**src/rtl/chc_pkg.sv**
```systemverilog
package chc_pkg;
  localparam int DW = 8;
  localparam int AW = 3;

  localparam logic [AW-1:0] A_STAT  = 3'd2;
  localparam logic [AW-1:0] A_IEN   = 3'd3;
  localparam logic [AW-1:0] A_PEL_L = 3'd4;
  localparam logic [AW-1:0] A_PEL_H = 3'd5;
  localparam logic [AW-1:0] A_LIN_L = 3'd6;
  localparam logic [AW-1:0] A_LIN_H = 3'd7;

  localparam int ST_W    = 5;
  localparam int ST_STOP = 0;
  localparam int ST_RDY  = 1;
  localparam int ST_MRK  = 2;
  localparam int ST_OVF  = 4;
  localparam int IEN_W   = 4;
endpackage

```
**src/rtl/chc_regs.sv**
```systemverilog
module chc_regs
  import chc_pkg::*;
#(
  parameter int PEL_W  = 14,
  parameter int LINE_W = 16
) (
  input  logic              clk_i,
  input  logic              rst_ni,
  input  logic [AW-1:0]     addr_i,
  input  logic              wr_i,
  input  logic [DW-1:0]     wdata_i,
  input  logic              start_i,
  input  logic              active_i,
  output logic [IEN_W-1:0]  ien_o,
  output logic              mp_o,
  output logic [PEL_W-1:0]  pel_o,
  output logic [LINE_W-1:0] target_o
);
  localparam int PH_W = PEL_W - DW;
  localparam int LH_W = LINE_W - DW;
  localparam logic [LINE_W-1:0] LMAX = '1;

  logic [IEN_W-1:0]  ien_q;
  logic              mp_q;
  logic [DW-1:0]     pel_lo_q;
  logic [PEL_W-1:0]  pel_q;
  logic [DW-1:0]     lin_lo_q;
  logic [LINE_W-1:0] target_q;
  logic              rearm_q;

  logic [LINE_W-1:0] cand;
  logic              lin_wr, cand_max, cand_ok;

  assign cand     = {wdata_i[LH_W-1:0], lin_lo_q};
  assign lin_wr   = wr_i && (addr_i == A_LIN_H);
  assign cand_max = (cand == LMAX);
  // zero is never a legal target; mid-job only max or a re-armed rewrite
  assign cand_ok  = (cand != '0) && (!active_i || cand_max || rearm_q);

  always_ff @(posedge clk_i or negedge rst_ni) begin
    if (!rst_ni) begin
      ien_q    <= '0;
      mp_q     <= 1'b0;
      pel_lo_q <= '0;
      pel_q    <= '0;
      lin_lo_q <= '0;
      target_q <= LMAX;
      rearm_q  <= 1'b0;
    end else begin
      if (wr_i && addr_i == A_IEN) begin
        ien_q <= wdata_i[IEN_W-1:0];
        mp_q  <= wdata_i[DW-1];
      end
      if (wr_i && addr_i == A_PEL_L) pel_lo_q <= wdata_i;
      if (wr_i && addr_i == A_PEL_H) pel_q <= {wdata_i[PH_W-1:0], pel_lo_q};
      if (wr_i && addr_i == A_LIN_L) lin_lo_q <= wdata_i;
      if (start_i) begin
        rearm_q <= (target_q == LMAX);
      end else if (lin_wr && cand_ok) begin
        target_q <= cand;
        if (active_i) rearm_q <= cand_max;
      end
    end
  end

  assign ien_o    = ien_q;
  assign mp_o     = mp_q;
  assign pel_o    = pel_q;
  assign target_o = target_q;


  target_ignored_chk: assert property (@(posedge clk_i) disable iff (!rst_ni)
    (lin_wr && active_i && !start_i && !rearm_q && !cand_max) |=> $stable(target_q));

  target_nonzero_chk: assert property (@(posedge clk_i) disable iff (!rst_ni)
    target_q != '0);
endmodule

```
**src/rtl/chc_status.sv**
```systemverilog
module chc_status
  import chc_pkg::*;
(
  input  logic             clk_i,
  input  logic             rst_ni,
  input  logic             stop_i,
  input  logic             rdy_i,
  input  logic             mrk_i,
  input  logic             ovf_i,
  input  logic [IEN_W-1:0] ien_i,
  output logic [ST_W-1:0]  status_o,
  output logic             intr_o
);
  logic [ST_W-1:0] st_q;
  logic [ST_W-1:0] st_set;

  always_comb begin
    st_set          = '0;
    st_set[ST_STOP] = stop_i;
    st_set[ST_RDY]  = rdy_i;
    st_set[ST_MRK]  = mrk_i;
    st_set[ST_OVF]  = ovf_i;
  end

  // sticky: only reset clears
  always_ff @(posedge clk_i or negedge rst_ni) begin
    if (!rst_ni) st_q <= '0;
    else         st_q <= st_q | st_set;
  end

  assign status_o = st_q;
  assign intr_o   = |({st_q[ST_OVF], st_q[ST_MRK], st_q[ST_RDY], st_q[ST_STOP]} & ien_i);


  status_sticky_chk: assert property (@(posedge clk_i) disable iff (!rst_ni)
    (st_q & $past(st_q)) == $past(st_q));

  intr_masked_chk: assert property (@(posedge clk_i) disable iff (!rst_ni)
    (ien_i == '0) |-> !intr_o);
endmodule

```
**src/rtl/chc_job.sv**
```systemverilog
module chc_job #(
  parameter int LINE_W = 16
) (
  input  logic              clk_i,
  input  logic              rst_ni,
  input  logic              start_i,
  input  logic              decode_i,
  input  logic              mp_i,
  input  logic              marker_i,
  input  logic              line_done_i,
  input  logic [LINE_W-1:0] target_i,
  output logic              active_o,
  output logic              halt_o,
  output logic              hit_o
);
  logic              active_q, paused_q, hit_q;
  logic [LINE_W-1:0] cnt_q;
  logic [LINE_W-1:0] cnt_nxt;
  logic              line_ok, done;

  assign halt_o  = paused_q && mp_i;
  assign line_ok = line_done_i && active_q && !halt_o;
  assign cnt_nxt = cnt_q + 1'b1;
  // >= covers a target lowered below the running count
  assign done    = line_ok && (cnt_nxt >= target_i);

  always_ff @(posedge clk_i or negedge rst_ni) begin
    if (!rst_ni) begin
      active_q <= 1'b0;
      paused_q <= 1'b0;
      hit_q    <= 1'b0;
      cnt_q    <= '0;
    end else if (start_i) begin
      active_q <= 1'b1;
      paused_q <= 1'b0;
      hit_q    <= 1'b0;
      cnt_q    <= '0;
    end else begin
      hit_q <= done;
      if (line_ok) cnt_q <= cnt_nxt;
      if (done) active_q <= 1'b0;
      if (!mp_i) paused_q <= 1'b0;
      else if (marker_i && decode_i && active_q) paused_q <= 1'b1;
    end
  end

  assign active_o = active_q;
  assign hit_o    = hit_q;


  halt_rise_chk: assert property (@(posedge clk_i) disable iff (!rst_ni)
    $rose(halt_o) |-> $past(marker_i));

  halt_freeze_chk: assert property (@(posedge clk_i) disable iff (!rst_ni)
    (halt_o && !start_i) |=> $stable(cnt_q));

  hit_ends_job_chk: assert property (@(posedge clk_i) disable iff (!rst_ni)
    hit_o |-> !active_o);
endmodule

```
**src/rtl/coder_host_ctrl.sv**
```systemverilog
module coder_host_ctrl
  import chc_pkg::*;
#(
  parameter int PEL_W  = 14,
  parameter int LINE_W = 16
) (
  input  logic              clk_i,
  input  logic              rst_ni,
  input  logic [AW-1:0]     addr_i,
  input  logic              wr_i,
  input  logic              rd_i,
  input  logic [DW-1:0]     wdata_i,
  output logic [DW-1:0]     rdata_o,
  input  logic              start_i,
  input  logic              decode_i,
  input  logic              stop_evt_i,
  input  logic              rdy_evt_i,
  input  logic              marker_evt_i,
  input  logic              ovf_evt_i,
  input  logic              line_done_i,
  output logic [PEL_W-1:0]  pel_o,
  output logic [LINE_W-1:0] target_o,
  output logic              intr_o,
  output logic              halt_o,
  output logic              target_hit_o
);
  localparam int PH_W = PEL_W - DW;

  logic [IEN_W-1:0]  ien;
  logic              mp;
  logic [PEL_W-1:0]  pel;
  logic [LINE_W-1:0] target;
  logic              active, hit;
  logic [ST_W-1:0]   status;
  logic [DW-1:0]     rdata_q;

  chc_regs #(.PEL_W(PEL_W), .LINE_W(LINE_W)) u_regs (
    .clk_i, .rst_ni, .addr_i, .wr_i, .wdata_i, .start_i,
    .active_i(active), .ien_o(ien), .mp_o(mp), .pel_o(pel), .target_o(target)
  );

  chc_job #(.LINE_W(LINE_W)) u_job (
    .clk_i, .rst_ni, .start_i, .decode_i, .mp_i(mp), .marker_i(marker_evt_i),
    .line_done_i, .target_i(target), .active_o(active), .halt_o(halt_o), .hit_o(hit)
  );

  chc_status u_status (
    .clk_i, .rst_ni,
    .stop_i(stop_evt_i || hit),
    .rdy_i(rdy_evt_i),
    .mrk_i(marker_evt_i && decode_i && active),
    .ovf_i(ovf_evt_i && !decode_i && active),
    .ien_i(ien), .status_o(status), .intr_o(intr_o)
  );

  always_ff @(posedge clk_i or negedge rst_ni) begin
    if (!rst_ni) begin
      rdata_q <= '0;
    end else if (rd_i) begin
      unique case (addr_i)
        A_STAT:  rdata_q <= {{(DW-ST_W){1'b0}}, status};
        A_IEN:   rdata_q <= {mp, {(DW-1-IEN_W){1'b0}}, ien};
        A_PEL_L: rdata_q <= pel[DW-1:0];
        A_PEL_H: rdata_q <= {{(DW-PH_W){1'b0}}, pel[PEL_W-1:DW]};
        A_LIN_L: rdata_q <= target[DW-1:0];
        A_LIN_H: rdata_q <= target[LINE_W-1:DW];
        default: rdata_q <= '0;
      endcase
    end
  end

  assign rdata_o      = rdata_q;
  assign pel_o        = pel;
  assign target_o     = target;
  assign target_hit_o = hit;


  ovf_no_stop_chk: assert property (@(posedge clk_i) disable iff (!rst_ni)
    (active && ovf_evt_i && !decode_i && !line_done_i) |=> active);

  status_pad_chk: assert property (@(posedge clk_i) disable iff (!rst_ni)
    !status[3]);
endmodule

```
**config.mk**
```make
export PLATFORM = sky130hd
export DESIGN_NAME = coder_host_ctrl
export DESIGN_NICKNAME = d
export VERILOG_FILES = /design/src/rtl/chc_pkg.sv /design/src/rtl/chc_regs.sv /design/src/rtl/chc_status.sv /design/src/rtl/chc_job.sv /design/src/rtl/coder_host_ctrl.sv
export SDC_FILE = /design/constraint.sdc
export NUM_CORES = 1
export LEC_CHECK = 0
export BUFFER_PORTS_ARGS = -buffer_cell sky130_fd_sc_hd__buf_2
export CAP_MARGIN = 20
export CORE_AREA = 2 2 102 104
export DETAILED_ROUTE_END_ITERATION = 8
export DIE_AREA = 0 0 104 106
export GPL_ROUTABILITY_DRIVEN = 0
export MAX_ROUTING_LAYER = met4
export PLACE_DENSITY = 0.63
export SLEW_MARGIN = 20
export SYNTH_ARGS = -nofsm -noshare
export SYNTH_HDL_FRONTEND = slang
export SYNTH_SLANG_ARGS = --single-unit
export TNS_END_PERCENT = 1
```
**constraint.sdc**
```tcl
create_clock -name clk_i -period 4.71 [get_ports clk_i]
set_input_delay 0.7065 -clock clk_i [delete_from_list [all_inputs] [get_ports clk_i]]
set_output_delay 0.7065 -clock clk_i [all_outputs]
set_load 0.05 [all_outputs]
```
==> metrics <==
fin worst setup slack about 1.1 ns; DP Wirelength roughly 7400 um; hold crit path type in2async; all-layer global routing usage 0.204; YS warnings 0; number of synthesized flops with an enable pin 0; PwrDens about 470 nW/um^2; H-tree depth 3; cts bufs inserted 9; r2r setup slk between 1 and 1.5 ns; full die area between 10,000 and 15,000 sq um; synth unique cells 52; First DRT Iteration DRCs 171; Fin Setup TNS 0 ns; max-slew violations 0; Post-synth top cells dfrtp_1, mux2_2, nand2_1, nor2_1, mux2_1; final hold violation count 0; final WL ~10,000 um; clock latency on the worst-skew pair about 0.37 ns; Initial Util 0.437; max cap viols 0; DRT Pass-1 Iters 4; Post-DRT Antenna Nets 0; RSZ-0062 raised after global routing false; largest net degree at the start of global routing between 80 and 90; share of cells above drive strength 1 0.298; sequential-to-total area share from yosys stat 0.479; Worst Reg2Reg Path Length in Cells 11; Yosys reg bits 83; status completed; top-count cell post-synth dfrtp_1; final routed DRC violation total 0; fin cells between 500 and 600; reg2reg start u_job.cnt_q[0]; CP Launch Type flop; vias in the first global route 3,215; Syn Nets about 440; CTS tree done; Synth area leader dfrtp_1; kind of critical path reg2reg; fin crit period 3.59 ns; Root Driver clkbuf_8; maximum vdd drop roughly 0.21 mV; # IOs 63; port bufs 62; Setup-failing EPs final 0; reg2reg end u_job.active_o; Worst Max-Slew Pin Slew around 0.74 ns; CP Capture Type flop; DR vias/cell roughly 5.4; Hold WS 0.384 ns; Final Cycle Share 0.763; f_max between 0.2 and 0.3 GHz; # Post-CTS Setup Buffers 0; hold-fix buffers at CTS 0; Bufs on Longest Clock Path 2; Worst Clk Skew approximately 0.011 ns; via count ~3,200; clock transition at the registers of the reported paths approximately 0.090 ns; dominant synthesized flop cell dfrtp_1; Post-Place Setup Slack around 1.1 ns; top cells by area, synth dfrtp_1, dfstp_2, mux2_2, mux2_1, ha_1; Inserted Diodes 0; initial antenna violation count 0; Rel. slew slack 0.505; CP Max Fanout 6; cts repair resizes 0; NumNets Final 493; first-pass GRT wire length approximately 17,000 um; Routed WL per cell roughly 17 um; WP data required a little under 5 ns; area grow syn2layout 13.5%; Post-Syn Area roughly 4400 sq um; CTS sink count a little over 80; # placed instances a little under 600; GR Overflow Total 0; Mean Syn Cell Area 11.0 sq um; Leak ~2.2 nW; core area between 9000 and 10,000 sq um; Mapped Cells 396; DIE HEIGHT ~110 um; area share of the largest cell type after synthesis 0.383; row cnt 37; die width 104 um; Worst EP arrival slightly below 4 ns; utilization after layout 0.496; Async S/R FF share, synth 1.00
[flip-flops by register name, indices dropped and copies added, names as in the netlist]
| name | count |
|---|---|
| rdata_o | 8 |
| u_job.active_o | 1 |
| u_job.cnt_q | 16 |
| u_job.hit_o | 1 |
| u_job.paused_q | 1 |
| u_regs.ien_o | 4 |
| u_regs.lin_lo_q | 8 |
| u_regs.mp_o | 1 |
| u_regs.pel_lo_q | 8 |
| u_regs.pel_o | 14 |
| u_regs.rearm_q | 1 |
| u_regs.target_o | 16 |
| u_status.status_o | 4 |
[stage by stage]
stage	power (mW)	cell area, sq um
after detailed placement	1.87	4780
after global routing	2.45	4960
final	2.33	4960
after floorplan	1.63	4370
after CTS	2.35	4960
after global placement	1.85	4780
[where the power goes]
group	switching, mW	total, mW	internal (mW)
sequential	0.148	1.03	0.880
combinational	0.558	0.827	0.268
clock	0.265	0.473	0.208
[worst max-delay path, cell delays in order (launching register included)]
cell and delay (ns):
dfrtp_1 0.44, ha_1 0.23, nand3_1 0.19, nor3_1 0.57, nand2_1 0.16, xnor2_1 0.17, ha_1 0.29, nand4_1 0.14
or3_1 0.39, or4_1 0.52, and4_1 0.22, o22a_1 0.17
[layout by cell type (no fill, tap or decap), drive strengths merged, types with 2 or more instances in the layout]
cell type	instances
or2	2
o22a	2
nand4	14
o21ai	12
o22ai	5
xor2	10
mux2i	7
and3	4
a21oi	19
nor3b	4
buf	63
dfrtp	67
mux2	54
nor4	9
nand3	13
nor3	8
mux4	2
a22oi	3
xnor2	15
nand2	26
or3	6
nor2	25
dfstp	16
ha	17
clkbuf	11
a31oi	2
inv	22
clkinv	4
nand2b	4
[worst max-delay path by stage]
| stage | start | to | slack [ns] | cells after the start |
|---|---|---|---|---|
| after floorplan | u_job.cnt_q[0] | u_job.active_o | 1.56 | 11 |
| after global placement | u_job.cnt_q[0] | u_job.active_o | 1.28 | 11 |
| after detailed placement | u_job.cnt_q[0] | u_job.active_o | 1.14 | 11 |
| after CTS | u_job.cnt_q[0] | u_job.active_o | 1.13 | 11 |
| after global routing | u_job.cnt_q[0] | u_job.active_o | 0.88 | 11 |
| final | u_job.cnt_q[0] | u_job.active_o | 1.12 | 11 |
[cells by family (layout without fill, tap and decap cells)]
| group | after synthesis | count (layout) | share of synthesized area |
|---|---|---|---|
| compound gates | 51 | 51 | 0.0718 |
| xor+xnor | 25 | 25 | 0.0501 |
| fa+ha+maj | 17 | 17 | 0.0486 |
| buf+inv | 37 | 100 | 0.0366 |
| flops | 83 | 83 | 0.479 |
| mux | 63 | 63 | 0.165 |
| simple gates | 120 | 120 | 0.148 |
[area by class of cell]
type | count | area, sq um
multi-input cells | 276 | 2120
clock buffers | 11 | 141
inverters | 21 | 78.8
repair buffers | 63 | 324
clock inverters | 5 | 36.3
well taps | 136 | 170
fillers | 948 | 5030
flip-flops and latches | 83 | 2100
[per-layer routing]
layer / part of all wire / global-route usage / vias up
met5: 0 / - / -
met4: 0.019 / 0.0753 / 0
met3: 0.041 / 0.0307 / 12
met2: 0.46 / 0.312 / 74
met1: 0.48 / 0.277 / 1568
li1: - / - / 1542
(Power assumes the default switching activity.)
